==> src/rtl/txarb_pkg.sv <==
package txarb_pkg;
  typedef enum logic [1:0] {OC_NONE, OC_OK, OC_ERR, OC_LARB} txarb_oc_e;

  // Outcome of the message in flight; success outranks error, error outranks lost arbitration.
  function automatic txarb_oc_e txarb_decode(logic active, logic ok, logic err, logic larb);
    if (!active)   return OC_NONE;
    else if (ok)   return OC_OK;
    else if (err)  return OC_ERR;
    else if (larb) return OC_LARB;
    else           return OC_NONE;
  endfunction
endpackage

==> src/rtl/txarb_pick.sv <==
module txarb_pick #(
  parameter int NBUF = 4,
  parameter int PW   = 2,
  parameter int IDXW = 2
) (
  input  logic [NBUF-1:0]    req,
  input  logic [NBUF*PW-1:0] prio,
  output logic               any,
  output logic [IDXW-1:0]    win
);
  logic [PW-1:0] best;

  // Ascending scan with >= so an equal priority at a higher index takes over.
  always_comb begin
    any  = 1'b0;
    win  = '0;
    best = '0;
    for (int i = 0; i < NBUF; i++) begin
      if (req[i] && (!any || prio[i*PW +: PW] >= best)) begin
        any  = 1'b1;
        win  = IDXW'(i);
        best = prio[i*PW +: PW];
      end
    end
  end
endmodule

==> src/rtl/txarb_slot.sv <==
module txarb_slot
  import txarb_pkg::*;
(
  input  logic      clk,
  input  logic      rst,
  input  logic      set_req,
  input  logic      hit,
  input  txarb_oc_e oc,
  input  logic      clr_done,
  output logic      req_q,
  output logic      done_q,
  output logic      err_q,
  output logic      larb_q
);
  logic accept;
  assign accept = set_req && !req_q;

  always_ff @(posedge clk) begin
    if (rst) begin
      req_q  <= 1'b0;
      done_q <= 1'b0;
      err_q  <= 1'b0;
      larb_q <= 1'b0;
    end else begin
      if (hit && oc == OC_OK) req_q <= 1'b0;
      else if (accept)        req_q <= 1'b1;

      if (hit && oc == OC_OK) done_q <= 1'b1;
      else if (clr_done)      done_q <= 1'b0;

      if (hit && oc == OC_ERR) err_q <= 1'b1;
      else if (accept)         err_q <= 1'b0;

      if (hit && oc == OC_LARB) larb_q <= 1'b1;
      else if (accept)          larb_q <= 1'b0;
    end
  end
endmodule

==> src/rtl/txarb_top.sv <==
module txarb_top
  import txarb_pkg::*;
#(
  parameter int NBUF = 4,
  parameter int PW   = 2,
  localparam int IDXW = (NBUF > 1) ? $clog2(NBUF) : 1
) (
  input  logic               clk,
  input  logic               rst,
  input  logic [NBUF-1:0]    req_set,
  input  logic [NBUF*PW-1:0] prio,
  input  logic [NBUF-1:0]    int_en,
  input  logic [NBUF-1:0]    done_clr,
  input  logic               err_int_clr,
  input  logic               bus_idle,
  input  logic               tx_done,
  input  logic               tx_err,
  input  logic               tx_larb,
  output logic               busy,
  output logic               tx_start,
  output logic [IDXW-1:0]    sel_idx,
  output logic [NBUF-1:0]    req_o,
  output logic [NBUF-1:0]    wr_allow,
  output logic [NBUF-1:0]    done_flag,
  output logic [NBUF-1:0]    err_flag,
  output logic [NBUF-1:0]    larb_flag,
  output logic               err_int,
  output logic               irq
);
  txarb_oc_e       oc;
  logic            any_pend;
  logic [IDXW-1:0] win_idx;

  assign oc       = txarb_decode(busy, tx_done, tx_err, tx_larb);
  assign wr_allow = ~req_o;

  txarb_pick #(.NBUF(NBUF), .PW(PW), .IDXW(IDXW)) u_pick (
    .req  (req_o),
    .prio (prio),
    .any  (any_pend),
    .win  (win_idx)
  );

  for (genvar g = 0; g < NBUF; g++) begin : g_slot
    txarb_slot u_slot (
      .clk      (clk),
      .rst      (rst),
      .set_req  (req_set[g]),
      .hit      (busy && sel_idx == IDXW'(g)),
      .oc       (oc),
      .clr_done (done_clr[g]),
      .req_q    (req_o[g]),
      .done_q   (done_flag[g]),
      .err_q    (err_flag[g]),
      .larb_q   (larb_flag[g])
    );
  end

  always_ff @(posedge clk) begin
    if (rst) begin
      busy     <= 1'b0;
      tx_start <= 1'b0;
      sel_idx  <= '0;
      err_int  <= 1'b0;
      irq      <= 1'b0;
    end else begin
      tx_start <= 1'b0;
      if (busy) begin
        if (oc != OC_NONE) busy <= 1'b0;
      end else if (bus_idle && any_pend) begin
        busy     <= 1'b1;
        tx_start <= 1'b1;
        sel_idx  <= win_idx;
      end

      if (oc == OC_ERR)     err_int <= 1'b1;
      else if (err_int_clr) err_int <= 1'b0;

      irq <= (|(done_flag & int_en)) | err_int;
    end
  end
endmodule

==> config.mk <==
export PLATFORM = sky130hd
export DESIGN_NAME = txarb_top
export DESIGN_NICKNAME = d
export VERILOG_FILES = /design/src/rtl/txarb_pkg.sv /design/src/rtl/txarb_pick.sv /design/src/rtl/txarb_slot.sv /design/src/rtl/txarb_top.sv
export SDC_FILE = /design/constraint.sdc
export NUM_CORES = 1
export LEC_CHECK = 0
export ABC_AREA = 1
export BUFFER_PORTS_ARGS = -buffer_cell sky130_fd_sc_hd__buf_4
export CAP_MARGIN = 20
export CORE_MARGIN = 5
export CORE_UTILIZATION = 42
export DETAILED_ROUTE_END_ITERATION = 8
export HOLD_SLACK_MARGIN = 0.15
export PLACE_DENSITY = 0.75
export SLEW_MARGIN = 25
export SYNTH_ARGS = -nofsm -noshare
export SYNTH_HDL_FRONTEND = slang
export SYNTH_HIERARCHICAL = 1
export SYNTH_SLANG_ARGS = --single-unit
==> constraint.sdc <==
create_clock -name clk -period 3 [get_ports clk]
set_input_delay 0.6 -clock clk [delete_from_list [all_inputs] [get_ports clk]]
set_output_delay 0.6 -clock clk [all_outputs]
set_load 0.005 [all_outputs]
==> impl_metrics.py, run 1 <==
metrics = {
    "outcome": {
        "status": "completed",
    },
    "yosys": {
        "ys_dominant_reg_cell": "dfxtp_1",
        "syn-mean-instance-area_um2": 6.71,
        "async_flop_share_pct": 0,
        "synth-warning-count": 6,
        "synth_top_cells_by_count": "36 x nand2_1, 35 x inv_1, 22 x dfxtp_1, 19 x nand3_1, 19 x nor2_1",
        "synth.cell_area_um2": 1210,
        "yosys.cell_count.top_type": "nand2_1",
        "yosys.area.top_type_share_pct": 36.5,
        "synthTopCellsByArea": "dfxtp_1 36%, nand2_1 11%, inv_1 11%, nand3_1 7.9%, a21oi_1 6.2%",
        "synth_instances": 180,
        "postSynthRegisterBits": 22,
        "synth.lib_cells_used.distinct": 19,
        "synth_enable_flop_cells": 0,
        "synthDominantAreaCellType": "dfxtp_1",
        "ys_seq_area_share_pct": 36.5,
        "net_count_after_synthesis": 213,
    },
    "critical_path": {
        "worst_setup_path_type": "primary input to register",
        "worstReg2RegEnd": "sel_idx[0]",
        "crit_chain": "buf_4 > nand2_2 > inv_1 > ha_1 > inv_1 > nand2_1 > nand2_1 > nand2_2 > nand2_2 > nand2_1 > and2_4 > ha_4 > o21ai_2 > nand2_2 > nand2_4 > nand3_1 > nand2_1 > ha_1 > o21ai_2 > nand2_1 > o21ai_2 > nand2_1 > nor2_2 > nor2_1",
        "arrival_time_of_data_at_the_critical_path_endpoint_ps": 3050,
        "reg_to_reg_setup_timing_slack_ps": 220,
        "critPathMaxFanout": 4,
        "worstPathRequired_ps": 3200,
        "critical_path_s_most_frequent_cell": "nand2_1",
        "regToRegStartpoint": "g_slot[0].u_slot/req_q",
        "start_kind": "primary input",
        "cp_num_buf_inv": 3,
        "rr_worst_depth": 23,
        "timing.critical_path.slowest_cell_delay_ps": 290,
        "cpMaxStageDelayCell": "ha_1",
        "critical_path.top_delay_family": "simple AND/OR/NAND/NOR gates",
        "timing.critical_path.to_type": "register",
    },
    "pwr": {
        "power.share.sequential_pct": 50.3,
        "vdd_ir_drop_max_mv": 0.415,
        "power.density_nw_per_um2": 345,
        "clockPowerShare_pct": 20.8,
        "power.combinational.fraction_pct": 28.9,
        "internal-power_uw": 442,
        "netSwitchingPower_uw": 181,
        "sw_frac_of_total_pct": 29.0,
        "power_leakage_nw": 0.886,
    },
    "drt": {
        "route.final.wire_length_mm": 3.07,
        "drt-pass1-iter-count": 4,
        "drc": 0,
        "via_count": 1288,
        "wl_per_cell_um": 11.1,
        "drt.antenna.violating_nets": 0,
        "dr.first_iter.drc_count": 47,
        "avgViaCountPerCell": 4.65,
    },
    "floorplanning": {
        "placementRows": 19,
        "design.die.area_um2": 4050,
        "core-area_um2": 2760,
        "dieWidth_um": 63.6,
        "ioPinCount": 53,
        "initial_core_util_pct": 43.8,
        "floorplan.die.height_um": 63.6,
    },
    "final_layout": {
        "stdcell_count": 277,
        "ant_cells": 0,
        "filler_cell_count": 246,
        "area_growth_pct": 49.8,
        "nets": 281,
        "multiInputGateArea_um2": 699,
        "finalCoreUtilization_pct": 65.6,
        "final_layout_size_suffix_gt1_share_pct": 37.0,
        "seqCellArea_um2": 440,
    },
    "clock_network": {
        "cts_sinks": 22,
        "tritoncts": "done",
        "numCtsBuffers": 3,
        "cts-htree-levels": 1,
        "postCtsSetupRepairBufs": 0,
        "cts.root.buffer_cell": "clkbuf_4",
        "cts_repair_resize_count": 0,
        "worst_case_clock_buffer_depth": 2,
        "clkSlewWorstSetupHoldPaths_ps": 120,
        "post_cts_hold_buffer_count": 0,
        "clkLatencyLatePin_ps": 300,
    },
    "worst_hold_path": {
        "worstHoldPathCells": 2,
        "hold_endpoint": "g_slot[2].u_slot/larb_q",
        "min_path_type": "register to register",
        "hold_path_startpoint": "g_slot[2].u_slot/larb_q",
    },
    "placed_design": {
        "finalWeightedCongestion": 0.807,
        "dp_cells": 274,
        "place.port_buffers": 52,
        "dp_hpwl_mm": 2.36,
    },
    "grt": {
        "grt_max_degree": 22,
        "first_global_vias": 1173,
        "grtUsageTotal_pct": 14.5,
        "grt_pass1_wl_mm": 4.89,
        "number_of_antenna_violations_at_the_first_check_in_global_routing": 0,
        "grt_overflow_total": 0,
    },
    "timing": {
        "timing_worst_slew_pin_value_ps": 692,
        "finalMaxSlewViolations": 0,
        "final_worst_path_period_share_pct": 94.9,
        "fin_crit_ps": 2850,
        "report.final.hold_viol_count": 0,
        "fin_worst_skew_ps": 6.95,
        "slew_headroom_pct": 53.7,
        "setup_violations": 0,
        "max_clock_freq_mhz": 351,
    },
    "job": {
        "maxCapViolations": 0,
    },
}
[per-stage QoR]
stage / instance area (um2) / power, mW / setup WS, ps / hold WS (ps) / setup TNS (ps)
finish: 1810 / 0.623 / 154 / 471 / 0
global route: 1810 / 0.666 / -64.1 / 506 / -126
CTS: 1740 / 0.605 / 67.0 / 477 / 0
detailed placement: 1720 / 0.477 / -254 / 456 / -504
global placement: 1720 / 0.474 / -155 / 450 / -297
floorplan: 1210 / 0.395 / 41.7 / 449 / 0
[worst max-delay path by stage]
stage | depth (start not counted) | to | startpoint
after detailed placement | 24 | sel_idx[1] | prio[0]
final | 24 | sel_idx[0] | prio[0]
after CTS | 24 | sel_idx[1] | prio[0]
after global routing | 24 | sel_idx[0] | prio[0]
after floorplan | 23 | sel_idx[0] | prio[0]
after global placement | 24 | sel_idx[1] | prio[0]
[tightest hold or removal path: stages (launching register included)]
cell,delay [ps]
dfxtp_1,330
nand2_1,60
a21oi_1,50
[layout by cell type, fill, tap and decap left out, drive strengths merged]
cell	instances
buf	63
nand2	43
inv	36
dfxtp	22
nor2	21
nand3	20
a21oi	15
and2	6
ha	6
nor3	5
clkbuf	3
o21ai	3
or2	2
nand3b	1
[state kept, by name (all words and copies together), names as in the netlist]
name,flops
busy,1
err_int,1
g_slot.u_slot/done_q,4
g_slot.u_slot/err_q,4
g_slot.u_slot/larb_q,4
g_slot.u_slot/req_q,4
irq,1
sel_idx,2
tx_start,1
[cell families (layout without fill, tap and decap cells)]
logic type	Yosys count	count (layout)	synth area share (%)
buf+inv	36	102	11.2
compound gates	18	18	7.77
flops	22	22	36.5
simple gates	98	98	38.3
fa+ha+maj	6	6	6.22
[cell type report]
type | count | area share, %
Multi-Input combinational cell | 122 | 38.7
Timing Repair Buffer | 63 | 26.1
Sequential cell | 22 | 24.3
Inverter | 36 | 7.47
Tap cell | 31 | 2.14
Clock buffer | 3 | 1.24
[power groups by stage]
| stage | combinational (mW) | sequential, mW | clock (mW) |
|---|---|---|---|
| finish | 0.180 | 0.314 | 0.130 |
| global route | 0.203 | 0.316 | 0.147 |
| CTS | 0.157 | 0.313 | 0.135 |
| detailed placement | 0.156 | 0.320 | 0 |
| global placement | 0.154 | 0.320 | 0 |
| floorplan | 0.0753 | 0.319 | 0 |
[per-layer routing]
metal	share of wire, %	vias to the layer above	track usage (%)
met3	6.7	2	3.91
li1	-	693	-
met5	0	-	0
met4	0.36	0	1.56
met2	48	34	23.5
met1	45	559	19.8
(Power assumes the default switching activity.)
==> run 2, diff against run 1 <==
--- a/config.mk
+++ b/config.mk
@@ -5,13 +5,13 @@
 export SDC_FILE = /design/constraint.sdc
 export NUM_CORES = 1
 export LEC_CHECK = 0
-export ABC_AREA = 1
 export BUFFER_PORTS_ARGS = -buffer_cell sky130_fd_sc_hd__buf_4
 export CAP_MARGIN = 20
 export CORE_MARGIN = 5
 export CORE_UTILIZATION = 42
 export DETAILED_ROUTE_END_ITERATION = 8
 export HOLD_SLACK_MARGIN = 0.15
+export MAX_ROUTING_LAYER = met4
 export PLACE_DENSITY = 0.75
 export SLEW_MARGIN = 25
 export SYNTH_ARGS = -nofsm -noshare
==> constraint.sdc (replaced) <==
create_clock -name clk -period 3 [get_ports clk]
set_input_delay 0.45 -clock clk [delete_from_list [all_inputs] [get_ports clk]]
set_output_delay 0.45 -clock clk [all_outputs]
set_load 0.005 [all_outputs]
==> impl_metrics.py, run 2 <==
metrics = {
    "final_layout": {
        "most_common_library_cell_in_the_layout_ignoring_fill_and_taps": "buf_4",
        "mostFrequentLayoutCells": "67 x buf_4, 21 x dfxtp_1, 14 x nand2b_1",
        "area_growth_pct": 56.8,
        "nets": 237,
        "ant_cells": 0,
        "final_layout_size_suffix_gt1_share_pct": 44.3,
    },
    "pwr": {
        "sw_frac_of_total_pct": 26.3,
        "power.combinational.fraction_pct": 29.1,
        "clockPowerShare_pct": 24.2,
        "overall_power_uw": 675,
        "netSwitchingPower_uw": 178,
        "internal-power_uw": 497,
        "power.share.sequential_pct": 46.7,
        "vdd_ir_drop_max_mv": 0.338,
        "power.density_nw_per_um2": 357,
        "power_leakage_nw": 0.896,
    },
    "critical_path": {
        "start_kind": "register",
        "crit_chain": "and2_4 > ha_4 > and2b_2 > o2bb2ai_4 > mux2_4 > ha_4 > nand2b_4 > a211oi_4 > nand2b_4 > mux2_4 > ha_4 > nand2b_4 > a21o_1 > a22oi_1 > o21ai_1 > mux2i_1 > nor2_1",
        "critPathMaxFanout": 3,
        "cp-startpoint": "g_slot[0].u_slot/req_q",
        "arrival_time_of_data_at_the_critical_path_endpoint_ps": 3810,
        "cpMaxStageDelayCell": "dfxtp_2",
        "timing.critical_path.to_type": "register",
        "timing.critical_path.slowest_cell_delay_ps": 350,
        "reg_to_reg_setup_timing_slack_ps": -600,
        "rr_worst_depth": 17,
        "worst_setup_path_type": "register to register",
        "crit_path_end": "sel_idx[0]",
        "regToRegStartpoint": "g_slot[0].u_slot/req_q",
        "worstPathRequired_ps": 3210,
        "worstReg2RegEnd": "sel_idx[0]",
    },
    "floorplanning": {
        "floorplan.die.height_um": 63.5,
        "design.die.area_um2": 4040,
        "ioPinCount": 53,
        "placementRows": 19,
        "core-area_um2": 2760,
        "dieWidth_um": 63.5,
        "initial_core_util_pct": 43.6,
    },
    "timing": {
        "timing.hold.ws_ps": 366,
        "setup_violations": 2,
        "final_worst_path_period_share_pct": 120,
        "fin_worst_skew_ps": 3.16,
        "postLayoutSetupSlackWorst_ps": -602,
        "fin_crit_ps": 3600,
        "report.final.hold_viol_count": 0,
        "slew_headroom_pct": 50.0,
        "timing_worst_slew_pin_value_ps": 749,
        "unrepaired_setup_endpoints_after_global_routing": "true",
        "finalMaxSlewViolations": 0,
        "max_clock_freq_mhz": 278,
    },
    "clock_network": {
        "worst_case_clock_buffer_depth": 2,
        "cts.root.buffer_cell": "clkbuf_4",
        "clkLatencyLatePin_ps": 310,
        "cts_sinks": 22,
        "tritoncts": "done",
        "cts-htree-levels": 1,
        "numCtsBuffers": 3,
        "clkSlewWorstSetupHoldPaths_ps": 120,
    },
    "yosys": {
        "synth.cell_area_um2": 1200,
        "yosys.area.top_type_share_pct": 36.6,
        "async_flop_share_pct": 0,
        "syn-mean-instance-area_um2": 9.12,
        "net_count_after_synthesis": 165,
        "synth_enable_flop_cells": 0,
        "synth.lib_cells_used.distinct": 30,
        "ys_seq_area_share_pct": 36.6,
        "postSynthRegisterBits": 22,
        "synth-warning-count": 6,
        "synthTopCellsByArea": "dfxtp_1 37%, nand2b_1 8.8%, ha_1 6.2%, inv_1 4.1%, a21oi_1 3.7%",
        "yosys.cell_count.top_type": "dfxtp_1",
        "ys_dominant_reg_cell": "dfxtp_1",
        "synth_top_cells_by_count": "22 x dfxtp_1, 17 x nand2b_1, 13 x inv_1, 9 x a21oi_1, 8 x o21ai_1",
        "synth_instances": 132,
        "synthDominantAreaCellType": "dfxtp_1",
    },
    "drt": {
        "wl_per_cell_um": 14.1,
        "dr.first_iter.drc_count": 45,
        "drt.antenna.violating_nets": 0,
        "drt-pass1-iter-count": 4,
        "drc": 0,
        "avgViaCountPerCell": 5.20,
        "route.final.wire_length_mm": 3.29,
        "via_count": 1216,
    },
    "outcome": {
        "status": "complete, but fails checks",
        "failed_checks": "setup timing",
    },
    "placed_design": {
        "place.port_buffers": 52,
        "dp_hpwl_mm": 2.57,
        "place_worst_setup_slack_ps": -773,
        "finalWeightedCongestion": 0.757,
    },
    "grt": {
        "number_of_antenna_violations_at_the_first_check_in_global_routing": 0,
        "grt_max_degree": 31,
        "grt_overflow_total": 0,
        "first_global_vias": 1260,
        "grtUsageTotal_pct": 17.2,
        "grt_pass1_wl_mm": 5.50,
    },
    "job": {
        "maxCapViolations": 0,
    },
    "worst_hold_path": {
        "min_path_type": "primary input to register",
        "hold_path_startpoint": "req_set[2]",
    },
}
==> run 2: cell count changes in the layout (fill, tap and decap cells not counted), moves of 6 or more <==
cell,before,now
nor2b_1,0,7
nand2_1,32,5
nand2_2,10,0
nor2_1,18,7
nand2b_1,0,14
a21oi_1,15,9
nand3_1,18,0
o21ai_1,0,10
inv_1,35,13
==> run 2: through the flow <==
| stage | std cells | area [um2] | utilization, % | TNS [ps] |
|---|---|---|---|---|
| after detailed placement | 224 | 1780 | 64.5 | -1480 |
| after floorplan | 132 | 1280 | - | -1020 |
| after CTS | 231 | 1840 | 66.7 | -985 |
| after global placement | 224 | 1780 | 64.5 | -1320 |
| after global routing | 234 | 1890 | 68.4 | -1450 |
| final | 234 | 1890 | 68.4 | -1150 |
==> run 2: worst min path at each step <==
stage                                    endpoint  slack, ps  cells after the start
after floorplan            g_slot[0].u_slot/err_q        460                      2
after global placement     g_slot[0].u_slot/err_q        460                      2
after detailed placement  g_slot[3].u_slot/larb_q        470                      2
after CTS                  g_slot[1].u_slot/req_q        360                      2
after global routing       g_slot[1].u_slot/req_q        340                      2
final                      g_slot[2].u_slot/req_q        370                      2
==> run 2: what timing repair did <==
action	in CTS	in global routing
pin swaps	0	8
endpoints found under the hold margin	0	0
buffers inserted	3	3
hold buffers	0	0
gates resized for setup	1	4
endpoints found under the setup margin	2	2
==> run 2: routing by layer <==
layer	wire [um]	GRT usage (%)	share of wire (%)
met1	1270	18.5	39
met2	1810	31.6	55
met3	154	3.91	4.7
met4	57	3.90	1.7
met5	0	-	0
==> run 2: kinds of logic (layout without fill, tap and decap cells) <==
| kind of cell | after synthesis | after routing | share of synthesized area (%) |
|---|---|---|---|
| fa+ha+maj | 6 | 6 | 6.24 |
| buf+inv | 13 | 84 | 4.05 |
| flops | 22 | 22 | 36.6 |
| compound gates | 29 | 29 | 15.8 |
| mux | 6 | 6 | 5.82 |
| simple gates | 56 | 56 | 31.5 |
==> run 2: final cells by class <==
class	instances	area [um2]
flip-flops and latches	22	442
fillers	231	871
multi-input cells	97	818
inverters	13	48.8
clock buffers	4	36.3
well taps	31	38.8
repair buffers	67	503
==> run 2: power by group through the flow <==
stage	logic, mW	registers [mW]	clock network [mW]
finish	0.196	0.315	0.163
CTS	0.182	0.315	0.170
global route	0.213	0.318	0.190
detailed placement	0.176	0.322	0
global placement	0.170	0.322	0
floorplan	0.0907	0.321	0
==> run 2: critical path, delay by kind of cell (launching register included) <==
kind | cells | cell delay [ps]
flip-flops | 1 | 350
AO/OA/AOI/OAI | 5 | 820
AND/OR/NAND/NOR | 6 | 890
multiplexers | 3 | 780
adder cells (fa/ha/maj) | 3 | 670
==> run 3, diff against run 2 <==
--- a/config.mk
+++ b/config.mk
@@ -5,6 +5,7 @@
 export SDC_FILE = /design/constraint.sdc
 export NUM_CORES = 1
 export LEC_CHECK = 0
+export ABC_AREA = 1
 export BUFFER_PORTS_ARGS = -buffer_cell sky130_fd_sc_hd__buf_4
 export CAP_MARGIN = 20
 export CORE_MARGIN = 5
==> impl_metrics.py, run 3 (synthesis results as in run 1) <==
metrics = {
    "timing": {
        "timing_worst_slew_pin_value_ps": 697,
        "fin_worst_skew_ps": 1.10,
        "report.final.hold_viol_count": 0,
        "slew_headroom_pct": 53.3,
        "max_clock_freq_mhz": 350,
        "finalSetupTns_ps": 0,
        "setup_violations": 0,
        "timing.hold.ws_ps": 372,
        "fin_crit_ps": 2860,
        "postLayoutSetupSlackWorst_ps": 144,
        "finalMaxSlewViolations": 0,
        "final_worst_path_period_share_pct": 95.2,
    },
    "grt": {
        "grt_pass1_wl_mm": 5.13,
        "number_of_antenna_violations_at_the_first_check_in_global_routing": 0,
        "first_global_vias": 1249,
        "grtUsageTotal_pct": 15.7,
        "grt_overflow_total": 0,
        "grt_max_degree": 22,
    },
    "clock_network": {
        "numCtsBuffers": 3,
        "tritoncts": "done",
        "clkLatencyLatePin_ps": 310,
        "cts.root.buffer_cell": "clkbuf_4",
        "post_cts_hold_buffer_count": 0,
        "cts-htree-levels": 1,
        "clkSlewWorstSetupHoldPaths_ps": 130,
        "cts_sinks": 22,
        "worst_case_clock_buffer_depth": 2,
    },
    "critical_path": {
        "reg_to_reg_setup_timing_slack_ps": 140,
        "critPathMaxFanout": 4,
        "worstPathRequired_ps": 3220,
        "start_kind": "register",
        "timing.critical_path.to_type": "register",
        "crit_path_end": "sel_idx[1]",
        "worst_setup_path_type": "register to register",
        "timing.critical_path.slowest_cell_delay_ps": 360,
        "rr_worst_depth": 23,
        "cp-startpoint": "g_slot[0].u_slot/req_q",
        "worstReg2RegEnd": "sel_idx[1]",
        "cpMaxStageDelayCell": "dfxtp_2",
        "crit_chain": "nand2_2 > inv_1 > ha_1 > inv_1 > nand2_1 > nand2_1 > nand2_2 > nand2_2 > nand2_2 > and2_4 > ha_4 > o21ai_2 > nand2_2 > nand2_4 > nand3_2 > nand2_1 > ha_1 > o21ai_1 > nand2_1 > o21ai_2 > nand2_1 > nor2_1 > nor2_1",
        "arrival_time_of_data_at_the_critical_path_endpoint_ps": 3080,
        "regToRegStartpoint": "g_slot[0].u_slot/req_q",
    },
    "worst_hold_path": {
        "hold_path_startpoint": "done_clr[1]",
        "min_path_type": "primary input to register",
    },
    "placed_design": {
        "place_worst_setup_slack_ps": -98.1,
        "place.port_buffers": 52,
        "finalWeightedCongestion": 0.780,
        "dpl-instance-area_um2": 1680,
        "dp_hpwl_mm": 2.39,
        "dp_cells": 269,
    },
    "floorplanning": {
        "design.die.area_um2": 4050,
        "initial_core_util_pct": 43.8,
        "dieWidth_um": 63.6,
        "core-area_um2": 2760,
        "ioPinCount": 53,
        "floorplan.die.height_um": 63.6,
        "placementRows": 19,
    },
    "drt": {
        "drc": 0,
        "route.final.wire_length_mm": 3.27,
        "dr.first_iter.drc_count": 32,
        "drt.antenna.violating_nets": 0,
        "via_count": 1284,
        "wl_per_cell_um": 12.0,
        "avgViaCountPerCell": 4.70,
        "drt-pass1-iter-count": 4,
    },
    "pwr": {
        "overall_power_uw": 714,
        "netSwitchingPower_uw": 192,
        "power.density_nw_per_um2": 398,
        "clockPowerShare_pct": 32.4,
        "internal-power_uw": 522,
        "power_leakage_nw": 0.881,
        "power.share.sequential_pct": 44.1,
        "vdd_ir_drop_max_mv": 0.333,
        "power.combinational.fraction_pct": 23.5,
        "sw_frac_of_total_pct": 26.9,
    },
    "final_layout": {
        "multiInputGateArea_um2": 691,
        "finalCoreUtilization_pct": 65.1,
        "stdcell_count": 273,
        "area_growth_pct": 48.6,
        "mostFrequentLayoutCells": "58 x buf_4, 35 x inv_1, 32 x nand2_1",
        "seqCellArea_um2": 442,
        "final_layout_size_suffix_gt1_share_pct": 36.0,
        "nets": 276,
        "ant_cells": 0,
        "post-route-cell-area_um2": 1790,
        "most_common_library_cell_in_the_layout_ignoring_fill_and_taps": "buf_4",
        "filler_cell_count": 267,
    },
    "outcome": {
        "status": "completed",
    },
    "job": {
        "maxCapViolations": 0,
    },
}
==> run 3: critical path, delay by kind of cell (launching register included) <==
| kind | cells | cell delay [ps] |
|---|---|---|
| buf+inv | 2 | 100 |
| compound gates | 3 | 320 |
| simple gates | 15 | 1190 |
| fa+ha+maj | 3 | 780 |
| flops | 1 | 360 |
==> run 3: power groups by stage <==
stage,sequential (mW),combinational (mW),clock (mW)
after global routing,0.318,0.189,0.245
after CTS,0.314,0.152,0.234
after global placement,0.320,0.149,0
after floorplan,0.319,0.0753,0
after detailed placement,0.320,0.151,0
final,0.315,0.168,0.231
==> run 3: how the worst min path moves through the flow <==
stage | slack [ps] | endpoint | cells after the start
final | 370 | g_slot[1].u_slot/done_q | 4
after global routing | 380 | g_slot[1].u_slot/done_q | 4
after CTS | 360 | g_slot[1].u_slot/done_q | 4
after detailed placement | 450 | g_slot[2].u_slot/err_q | 2
after global placement | 450 | g_slot[1].u_slot/err_q | 2
after floorplan | 450 | g_slot[0].u_slot/err_q | 2
==> run 3: area by class of cell <==
cell class	instances	share of cell area (%)
clock inverter	1	1.67
tap	31	2.16
clock buffer	3	1.26
multi-input combinational	122	38.5
timing repair buffer	58	24.3
sequential	22	24.6
inverter	36	7.53
==> run 3: repair_timing <==
item                       in CTS  in global routing
buffers inserted                0                  0
setup endpoints to repair       0                  2
resized for setup               0                 14
==> run 3: per-layer routing <==
metal	wire, um	global-route usage (%)	up-vias
met4	46	3.90	0
met5	0	-	-
met2	1590	25.6	37
met1	1430	19.8	558
li1	-	-	683
met3	205	2.84	6
